<file path="src/rtl/pll_sup_pkg.sv">
package pll_sup_pkg;

    // Configuration word, run bit at the least significant end.
    typedef struct packed {
        logic [5:0] out_div;
        logic [6:0] fb_mult;
        logic [6:0] ref_div;
        logic [4:0] ref_src;
        logic [2:0] loop_band;
        logic       run;
    } pll_cfg_t;

    localparam int CFG_W = $bits(pll_cfg_t);

    typedef enum logic [1:0] {
        ST_OFF  = 2'd0,
        ST_WAIT = 2'd1,
        ST_DONE = 2'd2
    } sup_state_e;

    // True when any field that influences lock differs; the filter band is excluded.
    function automatic logic lock_fields_differ(pll_cfg_t a, pll_cfg_t b);
        return (a.run     != b.run)     ||
               (a.ref_src != b.ref_src) ||
               (a.ref_div != b.ref_div) ||
               (a.fb_mult != b.fb_mult) ||
               (a.out_div != b.out_div);
    endfunction

endpackage

</file>
<file path="src/rtl/pll_cfg_store.sv">
module pll_cfg_store
    import pll_sup_pkg::*;
(
    input  logic             clk,
    input  logic             rst_n,
    input  logic             wr_en,
    input  logic [CFG_W-1:0] wr_data,
    output logic [CFG_W-1:0] cfg_q,
    output logic             restart,
    output logic             restart_run
);

    pll_cfg_t stored;
    pll_cfg_t incoming;

    assign incoming    = pll_cfg_t'(wr_data);
    assign cfg_q       = stored;
    assign restart     = wr_en && lock_fields_differ(incoming, stored);
    assign restart_run = incoming.run;

    always_ff @(posedge clk or negedge rst_n) begin
        if (!rst_n) begin
            stored <= '0;
        end else if (wr_en) begin
            stored <= incoming;
        end
    end

    // rewriting the stored word never produces a restart pulse.
    assert_same_write_quiet_R5: assert property (@(posedge clk) disable iff (!rst_n)
        (wr_en && (wr_data == cfg_q)) |-> !restart);

endmodule

</file>
<file path="src/rtl/lock_sync.sv">
module lock_sync #(
    parameter int STAGES = 2
) (
    input  logic clk,
    input  logic rst_n,
    input  logic d,
    output logic q
);

    logic [STAGES-1:0] chain;

    always_ff @(posedge clk or negedge rst_n) begin
        if (!rst_n) begin
            chain <= '0;
        end else begin
            chain[0] <= d;
            for (int i = 1; i < STAGES; i++) begin
                chain[i] <= chain[i-1];
            end
        end
    end

    assign q = chain[STAGES-1];

    generate
        if (STAGES == 2) begin : g_two_stage_check
            // a rising synchronised bit was seen on the raw input two edges earlier.
            assert_sync_rise_R8: assert property (@(posedge clk) disable iff (!rst_n)
                $rose(q) |-> $past(d, 2));
        end
    endgenerate

endmodule

</file>
<file path="src/rtl/lock_timeout_fsm.sv">
module lock_timeout_fsm
    import pll_sup_pkg::*;
#(
    parameter int CNT_W = 16
) (
    input  logic             clk,
    input  logic             rst_n,
    input  logic             restart,
    input  logic             restart_run,
    input  logic             run_q,
    input  logic [CNT_W-1:0] limit,
    output logic             expired
);

    sup_state_e       state, nxt;
    logic [CNT_W-1:0] count;

    // State register.
    always_ff @(posedge clk or negedge rst_n) begin
        if (!rst_n) begin
            state <= ST_OFF;
        end else begin
            state <= nxt;
        end
    end

    // Transitions: restart, expire, stop, hold.
    always_comb begin
        nxt = state;
        if (restart) begin
            nxt = restart_run ? ST_WAIT : ST_OFF;
        end else begin
            unique case (state)
                ST_OFF:  nxt = run_q ? ST_WAIT : ST_OFF;
                ST_WAIT: begin
                    if (!run_q)              nxt = ST_OFF;
                    else if (count >= limit) nxt = ST_DONE;
                    else                     nxt = ST_WAIT;
                end
                ST_DONE: nxt = run_q ? ST_DONE : ST_OFF;
                default: nxt = ST_OFF;
            endcase
        end
    end

    // Cycle counter.
    always_ff @(posedge clk or negedge rst_n) begin
        if (!rst_n) begin
            count <= '0;
        end else if (restart || state == ST_OFF) begin
            count <= '0;
        end else if (state == ST_WAIT && nxt == ST_WAIT) begin
            count <= count + 1'b1;
        end
    end

    // Outputs.
    always_comb begin
        expired = (state == ST_DONE);
    end

    assert_restart_clears_R4: assert property (@(posedge clk) disable iff (!rst_n)
        restart |=> (!expired && count == '0));

    assert_off_quiet_R6: assert property (@(posedge clk) disable iff (!rst_n)
        !run_q |-> (!expired && count == '0));

    assert_done_sticky_R10: assert property (@(posedge clk) disable iff (!rst_n)
        (expired && !restart && run_q) |=> expired);

    assert_reach_limit_R3: assert property (@(posedge clk) disable iff (!rst_n)
        (state == ST_WAIT && !restart && run_q && count >= limit) |=> expired);

endmodule

</file>
<file path="src/rtl/pll_lock_supervisor.sv">
module pll_lock_supervisor
    import pll_sup_pkg::*;
#(
    parameter int CNT_W       = 16,
    parameter int RESET_LIMIT = 12500,
    parameter int SYNC_STAGES = 2
) (
    input  logic             clk,
    input  logic             rst_n,
    input  logic             cfg_wr_en,
    input  logic [CFG_W-1:0] cfg_wr_data,
    input  logic             limit_wr_en,
    input  logic [CNT_W-1:0] limit_wr_data,
    input  logic             pll_lock_raw,
    output logic [CFG_W-1:0] cfg_rd,
    output logic [CNT_W-1:0] limit_rd,
    output logic             timer_expired,
    output logic             lock_synced,
    output logic             lock_fail
);

    localparam logic [CNT_W-1:0] LIMIT_INIT = CNT_W'(RESET_LIMIT);

    logic             restart;
    logic             restart_run;
    logic [CFG_W-1:0] cfg_q;
    logic [CNT_W-1:0] limit_q;
    pll_cfg_t         cfg_view;

    pll_cfg_store u_cfg (
        .clk         (clk),
        .rst_n       (rst_n),
        .wr_en       (cfg_wr_en),
        .wr_data     (cfg_wr_data),
        .cfg_q       (cfg_q),
        .restart     (restart),
        .restart_run (restart_run)
    );

    always_ff @(posedge clk or negedge rst_n) begin
        if (!rst_n) begin
            limit_q <= LIMIT_INIT;
        end else if (limit_wr_en) begin
            limit_q <= limit_wr_data;
        end
    end

    assign cfg_view = pll_cfg_t'(cfg_q);

    lock_timeout_fsm #(.CNT_W(CNT_W)) u_fsm (
        .clk         (clk),
        .rst_n       (rst_n),
        .restart     (restart),
        .restart_run (restart_run),
        .run_q       (cfg_view.run),
        .limit       (limit_q),
        .expired     (timer_expired)
    );

    lock_sync #(.STAGES(SYNC_STAGES)) u_sync (
        .clk   (clk),
        .rst_n (rst_n),
        .d     (pll_lock_raw),
        .q     (lock_synced)
    );

    assign cfg_rd    = cfg_q;
    assign limit_rd  = limit_q;
    assign lock_fail = timer_expired && !lock_synced;

endmodule

</file>
<file path="config.mk">
export PLATFORM = sky130hd
export DESIGN_NAME = pll_lock_supervisor
export DESIGN_NICKNAME = d
export VERILOG_FILES = /design/src/rtl/pll_sup_pkg.sv /design/src/rtl/pll_cfg_store.sv /design/src/rtl/lock_sync.sv /design/src/rtl/lock_timeout_fsm.sv /design/src/rtl/pll_lock_supervisor.sv
export SDC_FILE = /design/constraint.sdc
export NUM_CORES = 1
export LEC_CHECK = 0
export BUFFER_PORTS_ARGS = -buffer_cell sky130_fd_sc_hd__clkbuf_2
export CAP_MARGIN = 5
export CELL_PAD_IN_SITES_DETAIL_PLACEMENT = 1
export CELL_PAD_IN_SITES_GLOBAL_PLACEMENT = 1
export CORE_MARGIN = 2
export CORE_UTILIZATION = 25
export CTS_BUF_LIST = sky130_fd_sc_hd__clkbuf_16
export CTS_CLUSTER_DIAMETER = 120
export CTS_CLUSTER_SIZE = 8
export DETAILED_ROUTE_END_ITERATION = 6
export PLACE_DENSITY_LB_ADDON = 0.1
export SYNTH_ARGS = -nofsm -noshare
export SYNTH_HDL_FRONTEND = slang
export SYNTH_SLANG_ARGS = --single-unit
</file>
<file path="constraint.sdc">
create_clock -name clk -period 2.71 [get_ports clk]
set_input_delay 0 -clock clk [delete_from_list [all_inputs] [get_ports clk]]
set_output_delay 0 -clock clk [all_outputs]
set_load 0.02 [all_outputs]
</file>
==> impl_results.md, run 1 <==
- CP bufs+invs: 3
- Library cells used by synthesis: 38
- Post-Syn Instances: 307
- Pwr Density: 560.2 nW/µm²
- CTS sink count: 65
- Slowest stage cell, crit path: or4_4
- RSZ-0062 raised after global routing: true
- Pwr Total: 2.931 mW
- Fraction of final layout cells with drive strength greater than 1: 0.4231
- Iteration-0 DRC Markers: 115
- Synth Register Bits: 65
- Final Non-Filler Cells: 670
- Seq pwr share: 0.375
- Worst setup path class: reg -> reg
- Met1 wire length: between 4 and 5 mm
- Lkg Pwr: 2.395 nW
- Final GP Congestion: approximately 0.7
- Largest net degree at the start of global routing: 36
- Io pins: 98
- Port bufs: 97
- Synth Cell Area: 3352 µm²
- CP peak stage delay: 0.47 ns
- WP data arrival: 2.96 ns
- Crit path from: u_cfg.cfg_q[19]
- Initial antenna violation count: 0
- Most common cell on crit path: buf_12
- Clk slew on worst S/H paths: about 0.060 ns
- Syn Area/Cell: 10.92 µm²
- Final Cycle Share: 0.9944
- Die area: 14350 µm²
- Chip width: 119.8 µm
- N_diodes: 0
- Synth top area share: 0.4405
- WHS: a little over 0.09 ns
- Pins Over Slew Limit: 0
- Synth top area cells: dfrtp_1 44%, mux2_2 10%, ha_1 6.3%
- Yosys warns: 0
- Setup violators final: 0
- Worst-path cell chain: xor2_1, nor4_2, buf_4, nand4_1, o31ai_4, a41oi_2, buf_12, buf_12, or4_4, a21oi_2
- H-tree depth: 3
- Total track usage: 0.1439
- Detailed Route WL: a little under 10 mm
- CTS tree: yes
- Placed wire-length estimate: 6.790 mm
- Core Area: 13190 µm²
- DRC viols: 0
- # rows: 42
- Crit path launch type: flip-flop
- Final core utilization: 0.3966
- Max clock buf depth: 2
- Worst Min Path Start: cfg_wr_en
- Max layer used: met4
- Setup ws final: between 0.015 and 0.02 ns
- RR Startpoint: u_cfg.cfg_q[19]
- Gr ovfl total: 0
- Run status: complete, no violations
- Vias in the first global route: approximately 3200
- Switch share: 0.2768
- CP Max Fanout: 6
- Final hold violation count: 0
- Actual slew at the worst max-slew pin: 0.7938 ns
- Hold WC Path Type: in -> reg
- Internal: 2.119 mW
- Metal2 WL: 4.643 mm
- Worst path top cell family by delay: simple AND/OR/NAND/NOR gates
- Final instance area: 5231 µm²
- Fin Clk Skew: 0.009869 ns
- WL met3: 391 µm
- Post-synthesis sequential area ratio: 0.4875
- First-pass GRT wire length: approximately 16 mm
- Syn-to-layout area delta: 56.07%
- Initial Utilization: 0.2541
- Slew headroom: 0.4708
- Fmax: around 370 MHz
- Syn nets: 374
- Via density: 4.442
- Combinational share of power: 0.194
- Pre-antenna DRT Iters: 4
- Post-route ant nets: 0
- Sw Pwr: between 0.8 and 0.9 mW
- Placed Cells: 580
- Clock Tree Root: clkbuf_16
- Num CTS Buffers: 9
- Max_cap viols: 0
- Synth area leader: dfrtp_1
- CP required: 2.98 ns
- Crit path time final: 2.695 ns
- Clk pwr share: 0.432
- Worst vdd ir: between 200 and 250 µV
- Total Nets Final: 556
- Average wire per cell in the routed design: 14.83 µm
- DP Worst Slack: -0.04417 ns
- Placed inst area: about 4100 µm²
- CP endpoint kind: flip-flop
- Setup_tns: 0 ns
- Clock Latency Late Sink: 0.34 ns
- Die Y: 119.8 µm
- Via count: 2976
[placed cells by master (no fill, tap or decap), drive strengths merged, types with 2 or more instances in the layout]
cell type and count:
dfrtp 59, o21ai 23, nor4 6, o31ai 10, xor2 22, dfstp 6
nand4 6, nand3 7, or4 9, xnor2 5, a21oi 19, and2 2
and3 2, buf 40, nor2b 4, clkinvlp 3, nor2 7, or3 5
mux2 30, dlygate4sd3 47, ha 17, inv 19, clkinv 2, clkbuf 105
bufinv 2, nand2 26
[per-layer routing]
| layer | track usage | vias to the layer above |
|---|---|---|
| met5 | 0 | - |
| met4 | 0.04926 | 0 |
| met3 | 0.03470 | 10 |
| met2 | 0.2293 | 55 |
| met1 | 0.1913 | 1456 |
| li1 | - | 1455 |
[synthesized netlist by cell type]
cell       count
ha_1          17
o311ai_2       1
buf_6          1
nor2b_1        4
mux2_2        30
or4_1          9
buf_1          1
o311a_1        1
mux2i_1        1
or3_1          5
xnor2_1        5
nand2_1       26
a2111oi_2      1
clkbuf_1       8
nand2b_4       1
dfrtp_1       59
a21o_1         1
a21oi_1       19
nor3_1         1
buf_4          1
o31ai_4        1
and3_1         2
and4_1         1
nor2_1         7
xor2_1        22
nand3_1        7
nand4_1        6
and2_1         2
a41oi_2        1
inv_1         19
o21ai_0       17
o21ai_1        6
buf_2          1
a211o_1        1
dfstp_2        6
a221oi_1       1
nor4_1         6
o31ai_1        9
[path summary, 6_finish.rpt]
kind,end,slack (ns),cells after the start
worst max-delay path,u_fsm.count[13],0.02,10
worst min-delay path,u_cfg.cfg_q[0],0.09,2
worst max register to register,u_fsm.count[13],0.02,10
worst min register to register,u_sync.chain[1],0.35,0
max in group asynchronous,limit_rd[12],1.70,3
min in group asynchronous,u_fsm.count[4],0.28,2
[final cells by class]
| cell class | instances | area [µm²] |
|---|---|---|
| multi-input cells | 211 | 1688 |
| clock buffers | 9 | 225.2 |
| flip-flops and latches | 65 | 1634 |
| inverters | 19 | 71.32 |
| clock inverters | 7 | 95.09 |
| fillers | 1489 | 7959 |
| repair buffers | 183 | 1297 |
| well taps | 176 | 220.2 |
[cells by family after synthesis]
family,after synthesis,share of synthesized area
adder cells (fa/ha/maj),17,0.06346
multiplexers,31,0.1038
AO/OA/AOI/OAI,59,0.1138
buffers and inverters,31,0.03845
AND/OR/NAND/NOR,77,0.1224
flip-flops,65,0.4875
XOR/XNOR,27,0.07055
[what timing repair did]
item / CTS / global route
setup endpoints to repair: 9 / 16
gates resized for setup: 8 / 15
buffers inserted: 24 / 4
hold endpoints to repair: 77 / 0
hold buffers: 47 / 0
cloned: 1 / 0
pin swaps: 28 / 10
[registers in the layout, summed over array words and instances (netlist names)]
signal,cells
u_fsm.state,2
u_sync.chain,2
limit_rd,16
u_fsm.count,16
u_cfg.cfg_q,29
[power by group through the flow]
| stage | clock network, mW | logic [mW] | registers (mW) |
|---|---|---|---|
| floorplan | 0 | 0.183 | 1.19 |
| global placement | 0 | 0.457 | 1.11 |
| detailed placement | 0 | 0.464 | 1.12 |
| CTS | 1.30 | 0.575 | 1.10 |
| global route | 1.34 | 0.623 | 1.11 |
| finish | 1.27 | 0.567 | 1.10 |
No activity file was read; power rests on OpenSTA's default activity.
==> inputs of run 2 (changes only) <==
- ABC_AREA: unset -> 1
==> run 2 against run 1 <==
Net effect:
- routed wire length grew 15%
- synthesized area grew 12%
- via count grew 19%
- largest cell class unchanged
- register-to-register slack gained 0.46 ns
- die area grew 12%
- sequential share of layout area shrank 0.15 points
- highest routed layer unchanged
==> impl_results.md, run 2 <==
- Run status: complete, no violations
- CTS tree: yes
- WP data arrival: 2.46 ns (-0.50 ns)
- Pwr Total: 2.963 mW (+1.1%)
- Syn-to-layout area delta: 39.75%
- Post-route ant nets: 0 (unchanged)
- Syn nets: 532 (+42%)
- CTS sink count: 65 (unchanged)
- Max reg flops: 29 (unchanged)
- Initial antenna violation count: 0 (unchanged)
- Fmax: 446.8 MHz (+20%)
- Largest net degree at the start of global routing: 45 (+25%)
- Max_cap viols: 0 (unchanged)
- First-pass GRT wire length: 19.22 mm (+18%)
- Register Area: 1634 µm² (unchanged)
- Filler cells: 1767 (+19%)
- Syn Area/Cell: 8.088 µm² (-26%)
- Io pins: 98 (unchanged)
- Most frequent cells in the layout: 132 x nand2_1, 96 x clkbuf_2, 70 x inv_1
- Vias in the first global route: 3827 (+21%)
- Core Area: 14590 µm² (+11%)
- Iteration-0 DRC Markers: 98 (-15%)
- Post-CTS setup buffers: 0 (-100%)
- Clock Latency Late Sink: 0.34 ns (about the same)
- Detailed Route WL: 11.38 mm (+15%)
- Clk slew on worst S/H paths: 0.06 ns (about the same)
- Synth top area share: 0.3925 (-0.04791)
- Initial Utilization: 0.2578 (+0.003678)
- Die area: 16040 µm² (+12%)
- Synth area leader: dfrtp_1
- # rows: 44 (+4.8%)
- Via density: 4.408 (-0.76%)
- Hold WC Path Type: in -> reg
- RSZ-0062 raised after global routing: false
- Crit path launch type: flip-flop
- Pwr Density: 563.7 nW/µm² (+0.62%)
- Internal: 2.139 mW (+0.92%)
- Count leader, synth: nand2_1
- Setup_tns: 0 ns (unchanged)
- Port bufs: 97 (unchanged)
- Synth top area cells: dfrtp_1 39%, nand2_1 13%, inv_1 6.9%
- Most common cell after layout, fill and taps aside: nand2_1
- Register-to-register setup slack: 0.47 ns (+0.46 ns)
- Die Y: 126.7 µm (+5.7%)
- Final GP Congestion: 0.7516 (+8.5%)
- Synth Cell Area: 3761 µm² (+12%)
- Total track usage: 0.1525 (+0.008659)
- Combinational share of power: 0.178 (-0.016)
- Crit path time final: 2.238 ns (-0.4569 ns)
- CP Max Fanout: 18 (+12)
- Num CTS Buffers: 9 (unchanged)
- Total Nets Final: 679 (+22%)
- H-tree depth: 3 (unchanged)
- Pre-antenna DRT Iters: 4 (unchanged)
- Post-CTS resize count: 0 (-8)
- Post-Syn Instances: 465 (+51%)
- Clk pwr share: 0.454 (+0.022)
- Async S/R FF share, synth: 1.000 (unchanged)
- Lkg Pwr: 2.817 nW (+18%)
- Via count: 3531 (+19%)
- Slew headroom: 0.5935 (+0.1227)
- Most common flop cell mapped by yosys: dfrtp_1
- Seq pwr share: 0.368 (-0.007)
- Actual slew at the worst max-slew pin: 0.6097 ns (-0.1841 ns)
- Chip width: 126.7 µm (+5.7%)
- Post-synthesis sequential area ratio: 0.4345 (-0.05303)
- Placed wire-length estimate: 8.323 mm (+23%)
- CP endpoint kind: flip-flop
- Library cells used by synthesis: 27 (-29%)
- Gr ovfl total: 0 (unchanged)
- Setup ws final: 0.4721 ns (+0.4569 ns)
- DP Worst Slack: 0.4623 ns (+0.5065 ns)
- Setup violators final: 0 (unchanged)
- Fraction of final layout cells with drive strength greater than 1: 0.2480 (-0.1751)
- Max clock buf depth: 2 (unchanged)
- Final Cycle Share: 0.8258 (-0.1686)
- Top cells by count, synth: 132 x nand2_1, 69 x inv_1, 59 x dfrtp_1, 34 x o21ai_0, 32 x nor2_1
- Worst vdd ir: 258.7 µV (+28%)
- Average wire per cell in the routed design: 14.21 µm (-4.2%)
- Number of enable flip-flop cells after synthesis: 0 (unchanged)
- Clock Tree Root: clkbuf_16
- Pins Over Slew Limit: 0 (unchanged)
- Worst setup path class: reg -> reg
- Area occupied by multi-input gates: 1780 µm² (+5.5%)
- CP required: 2.93 ns (-0.05 ns)
- Final hold violation count: 0 (unchanged)
- Yosys warns: 0 (unchanged)
- Synth Register Bits: 65 (unchanged)
- Sw Pwr: 0.8238 mW (+1.6%)
- Fin Clk Skew: 0.008458 ns (-0.001411 ns)
- N_diodes: 0 (unchanged)
- DRC viols: 0 (unchanged)
- Switch share: 0.2780 (+0.001272)
-- run 2: changes by cell type in the layout (fill, tap and decap cells not counted), sizes merged, moves of 14 or more --
cell	delta
buf	-34
inv	+52
mux2	-17
nand2	+109
nand3	+18
nand4	+14
nor2	+28
-- run 2: cell families after synthesis --
kind of cell	after synthesis	share of synthesized area
xor gates and xnor gates	23	0.05356
DFF	65	0.4345
buffers and inverters	85	0.09215
adders and majority gates	17	0.05655
muxes	13	0.03892
AOI/OAI and AO/OA	43	0.05788
and+or+nand+nor	219	0.2665
-- run 2: per-layer routing --
metal / part of all wire / track usage / routed length [µm] / vias to the layer above
li1: - / - / - / 1764
met1: 0.43 / 0.1791 / 4915 / 1674
met2: 0.51 / 0.2727 / 5783 / 76
met3: 0.039 / 0.02784 / 439 / 17
met4: 0.022 / 0.06335 / 245 / 0
met5: 0 / 0 / 0 / -
-- run 2: layout make-up --
| type | instances | share of cell area |
|---|---|---|
| Clock inverter | 7 | 0.02095 |
| Timing Repair Buffer | 151 | 0.1928 |
| Sequential cell | 65 | 0.3109 |
| Clock buffer | 9 | 0.04285 |
| Tap cell | 184 | 0.04380 |
| Multi-Input combinational cell | 315 | 0.3387 |
| Inverter | 70 | 0.04999 |
-- run 2: critical path: stages, from the launching register on --
cell and delay [ns]:
dfstp_2 0.53, inv_1 0.05, ha_1 0.28, nand2_1 0.08, nor2_1 0.05, nor2_1 0.08, nand2_1 0.05, nand2_1 0.05
nand2_1 0.05, nand2_1 0.05, nand2_1 0.08, nand2_1 0.08, nand3_2 0.09, nand2_4 0.20, nand2_4 0.21, nand3_1 0.12
nand2_1 0.05
-- run 2: what timing repair did --
| item | 4_1_cts | 5_1_grt |
|---|---|---|
| hold endpoints to repair | 66 | 0 |
| hold buffers | 49 | 0 |
| setup endpoints to repair | 0 | 0 |
-- run 2: power groups by stage --
stage	Sequential [mW]	Combinational, mW	Clock, mW
CTS	1.09	0.537	1.40
global placement	1.10	0.467	0
floorplan	1.18	0.208	0
detailed placement	1.11	0.477	0
global route	1.10	0.591	1.44
finish	1.09	0.527	1.35
-- run 2: stage by stage --
stage	instances	utilization	instance area (µm²)	hold slack [ns]
6_report	801	0.3603	5256	0.06086
3_3_place_gp	736	0.3037	4431	0.04186
2_1_floorplan	465	-	3761	-0.2956
3_5_place_dp	736	0.3037	4431	0.03894
4_1_cts	801	0.3603	5256	0.03901
5_1_grt	801	0.3603	5256	0.09186
-- run 2: path summary, 6_finish.rpt --
path / start / endpoint / cells past startpoint
min: cfg_wr_en / u_fsm.state[1] / 4
max reg2reg: limit_rd[2] / u_fsm.count[4] / 16
max in group asynchronous: rst_n / limit_rd[13] / 3
min in group asynchronous: rst_n / u_cfg.cfg_q[13] / 2
min reg2reg: u_sync.chain[0] / u_sync.chain[1] / 0
max: limit_rd[2] / u_fsm.count[4] / 16
==> inputs of run 3 (changes only) <==
- ABC_AREA: 1 -> 0
- clock period: 2.71 -> 2 ns (I/O delays scaled with it)
==> run 3 against run 2 <==
Net effect:
- the run now ends with negative setup slack left
- critical path depth fell by 5
- cell count fell by 12%
- global-route usage fell by 1.0 points
- combinational power rose by 61%
- die area fell by 11%
- routed wire length fell by 14%
- hold slack got worse by 0.0069 ns
- setup slack got worse by 1.1 ns
- largest cell class unchanged
- highest routed layer unchanged
==> impl_results.md, run 3 (synthesized netlist as in run 1, its figures left out) <==
- DP Worst Slack: -0.6802 ns (-1.143 ns)
- # rows: 42 (-4.5%)
- Syn-to-layout area delta: 66.37%
- CTS tree: yes
- Pre-antenna DRT Iters: 2 (-2)
- Lkg Pwr: 2.577 nW (-8.5%)
- First-pass GRT wire length: 15.98 mm (-17%)
- Slew headroom: 0.6285 (+0.03501)
- Max_cap viols: 0 (unchanged)
- Fmax: 374.7 MHz (-16%)
- Gr ovfl total: 0 (unchanged)
- Final instance area: 5577 µm² (+6.1%)
- Max reg flops: 29 (unchanged)
- Detailed Route WL: 9.830 mm (-14%)
- Final GP Congestion: 0.6963 (-7.4%)
- Via count: 3137 (-11%)
- Average wire per cell in the routed design: 13.96 µm (-1.7%)
- Clk slew on worst S/H paths: 0.05 ns (about the same)
- Clock Latency Late Sink: 0.33 ns (about the same)
- Total track usage: 0.1423 (-0.01026)
- N_diodes: 0 (unchanged)
- Setup ws final: -0.6689 ns (-1.141 ns)
- DRC viols: 0 (unchanged)
- Placed wire-length estimate: 6.828 mm (-18%)
- Via density: 4.456 (+1.1%)
- Placed inst area: 4588 µm² (+3.6%)
- Hold WC Path Type: in -> reg
- Violated checks: negative setup slack
- Worst vdd ir: 444.5 µV (+72%)
- Io pins: 98 (unchanged)
- Actual slew at the worst max-slew pin: 0.5557 ns (-0.05408 ns)
- Setup_tns: -9.536 ns (-9.536 ns)
- Pins Over Slew Limit: 0 (unchanged)
- RSZ-0062 raised after global routing: true
- Die Y: 119.8 µm (-5.4%)
- Fin Clk Skew: 0.003485 ns (-0.004973 ns)
- Setup violators final: 18 (+18)
- Run status: finished with violations
- Vias in the first global route: 3289 (-14%)
- Die area: 14350 µm² (-11%)
- CP required: 2.26 ns (-0.67 ns)
- Port bufs: 97 (unchanged)
- Pwr Density: 693.1 nW/µm² (+23%)
- Clock Tree Root: clkbuf_16
- CP endpoint kind: flip-flop
- Placed Cells: 635 (-14%)
- Num CTS Buffers: 9 (unchanged)
- Largest net degree at the start of global routing: 66 (+47%)
- Worst setup path class: reg -> reg
- Iteration-0 DRC Markers: 46 (-53%)
- Initial Utilization: 0.2541 (-0.003678)
- Crit path launch type: flip-flop
- Most frequent cells in the layout: 96 x clkbuf_2, 69 x buf_4, 57 x dfrtp_1
- Fraction of final layout cells with drive strength greater than 1: 0.5057 (+0.2577)
- Final Cycle Share: 1.334 (+0.5086)
- WP data arrival: 2.93 ns (+0.47 ns)
- Core Area: 13190 µm² (-9.6%)
- Crit path time final: 2.669 ns (+0.4310 ns)
- Initial antenna violation count: 0 (unchanged)
- Max clock buf depth: 2 (unchanged)
- Most common cell after layout, fill and taps aside: clkbuf_2
- Final hold violation count: 0 (unchanged)
- Post-route ant nets: 0 (unchanged)
- CTS sink count: 65 (unchanged)
- Total Nets Final: 590 (-13%)
- CP Max Fanout: 5 (-13)
- Final Non-Filler Cells: 704 (-12%)
- WHS: 0.05398 ns (-0.006874 ns)
- Chip width: 119.8 µm (-5.4%)
- H-tree depth: 3 (unchanged)
[run 3: layout make-up]
class / instances / area, µm²
clock buffers: 9 / 225.2
clock inverters: 7 / 61.31
fillers: 1486 / 7614
inverters: 19 / 71.32
multi-input cells: 211 / 1797
flip-flops and latches: 65 / 1637
well taps: 176 / 220.2
repair buffers: 217 / 1565
[run 3: power by group]
part	internal, mW	leakage [nW]	switching (mW)
clock	0.950	0.142	0.585
combinational	0.430	1.64	0.418
sequential	1.42	0.794	0.0634
[run 3: per-stage QoR]
stage	util	power, mW
6_report	0.4228	3.865
4_1_cts	0.4076	3.910
3_5_place_dp	0.3478	2.248
3_3_place_gp	0.3478	2.230
5_1_grt	0.4228	4.093
2_1_floorplan	-	1.881
[run 3: worst max-delay path, cell delays in order (launching register included)]
cell,delay (ns)
dfrtp_1,0.39
inv_2,0.08
ha_4,0.19
nand2b_4,0.14
a2111oi_4,0.29
nor4_2,0.07
o311ai_2,0.27
buf_4,0.17
a41oi_4,0.17
buf_12,0.19
or4_4,0.50
a21oi_2,0.13
[run 3: what timing repair did]
action	in CTS	in global routing
hold buffers	46	0
pin swaps	4	5
resized for setup	10	24
setup buffers	0	5
cloned	0	2
setup endpoints to repair	18	18
hold endpoints to repair	106	0
[run 3: path summary, 6_finish.rpt]
kind / start / end / slack [ns] / depth (start not counted)
worst max-delay path: u_fsm.count[0] / u_fsm.count[14] / -0.67 / 11
worst min-delay path: cfg_wr_data[0] / u_cfg.cfg_q[0] / 0.05 / 3
worst max register to register: u_fsm.count[0] / u_fsm.count[14] / -0.67 / 11
worst min register to register: u_sync.chain[0] / u_sync.chain[1] / 0.35 / 0
max in group asynchronous: rst_n / limit_rd[12] / 1.45 / 3
min in group asynchronous: rst_n / limit_rd[5] / 0.21 / 3
[run 3: per-layer routing]
layer / GRT usage / part of all wire / up-vias
li1: - / - / 1532
met1: 0.1760 / 0.45 / 1510
met2: 0.2264 / 0.47 / 84
met3: 0.04848 / 0.069 / 11
met4: 0.05956 / 0.017 / 0
met5: 0 / 0 / -
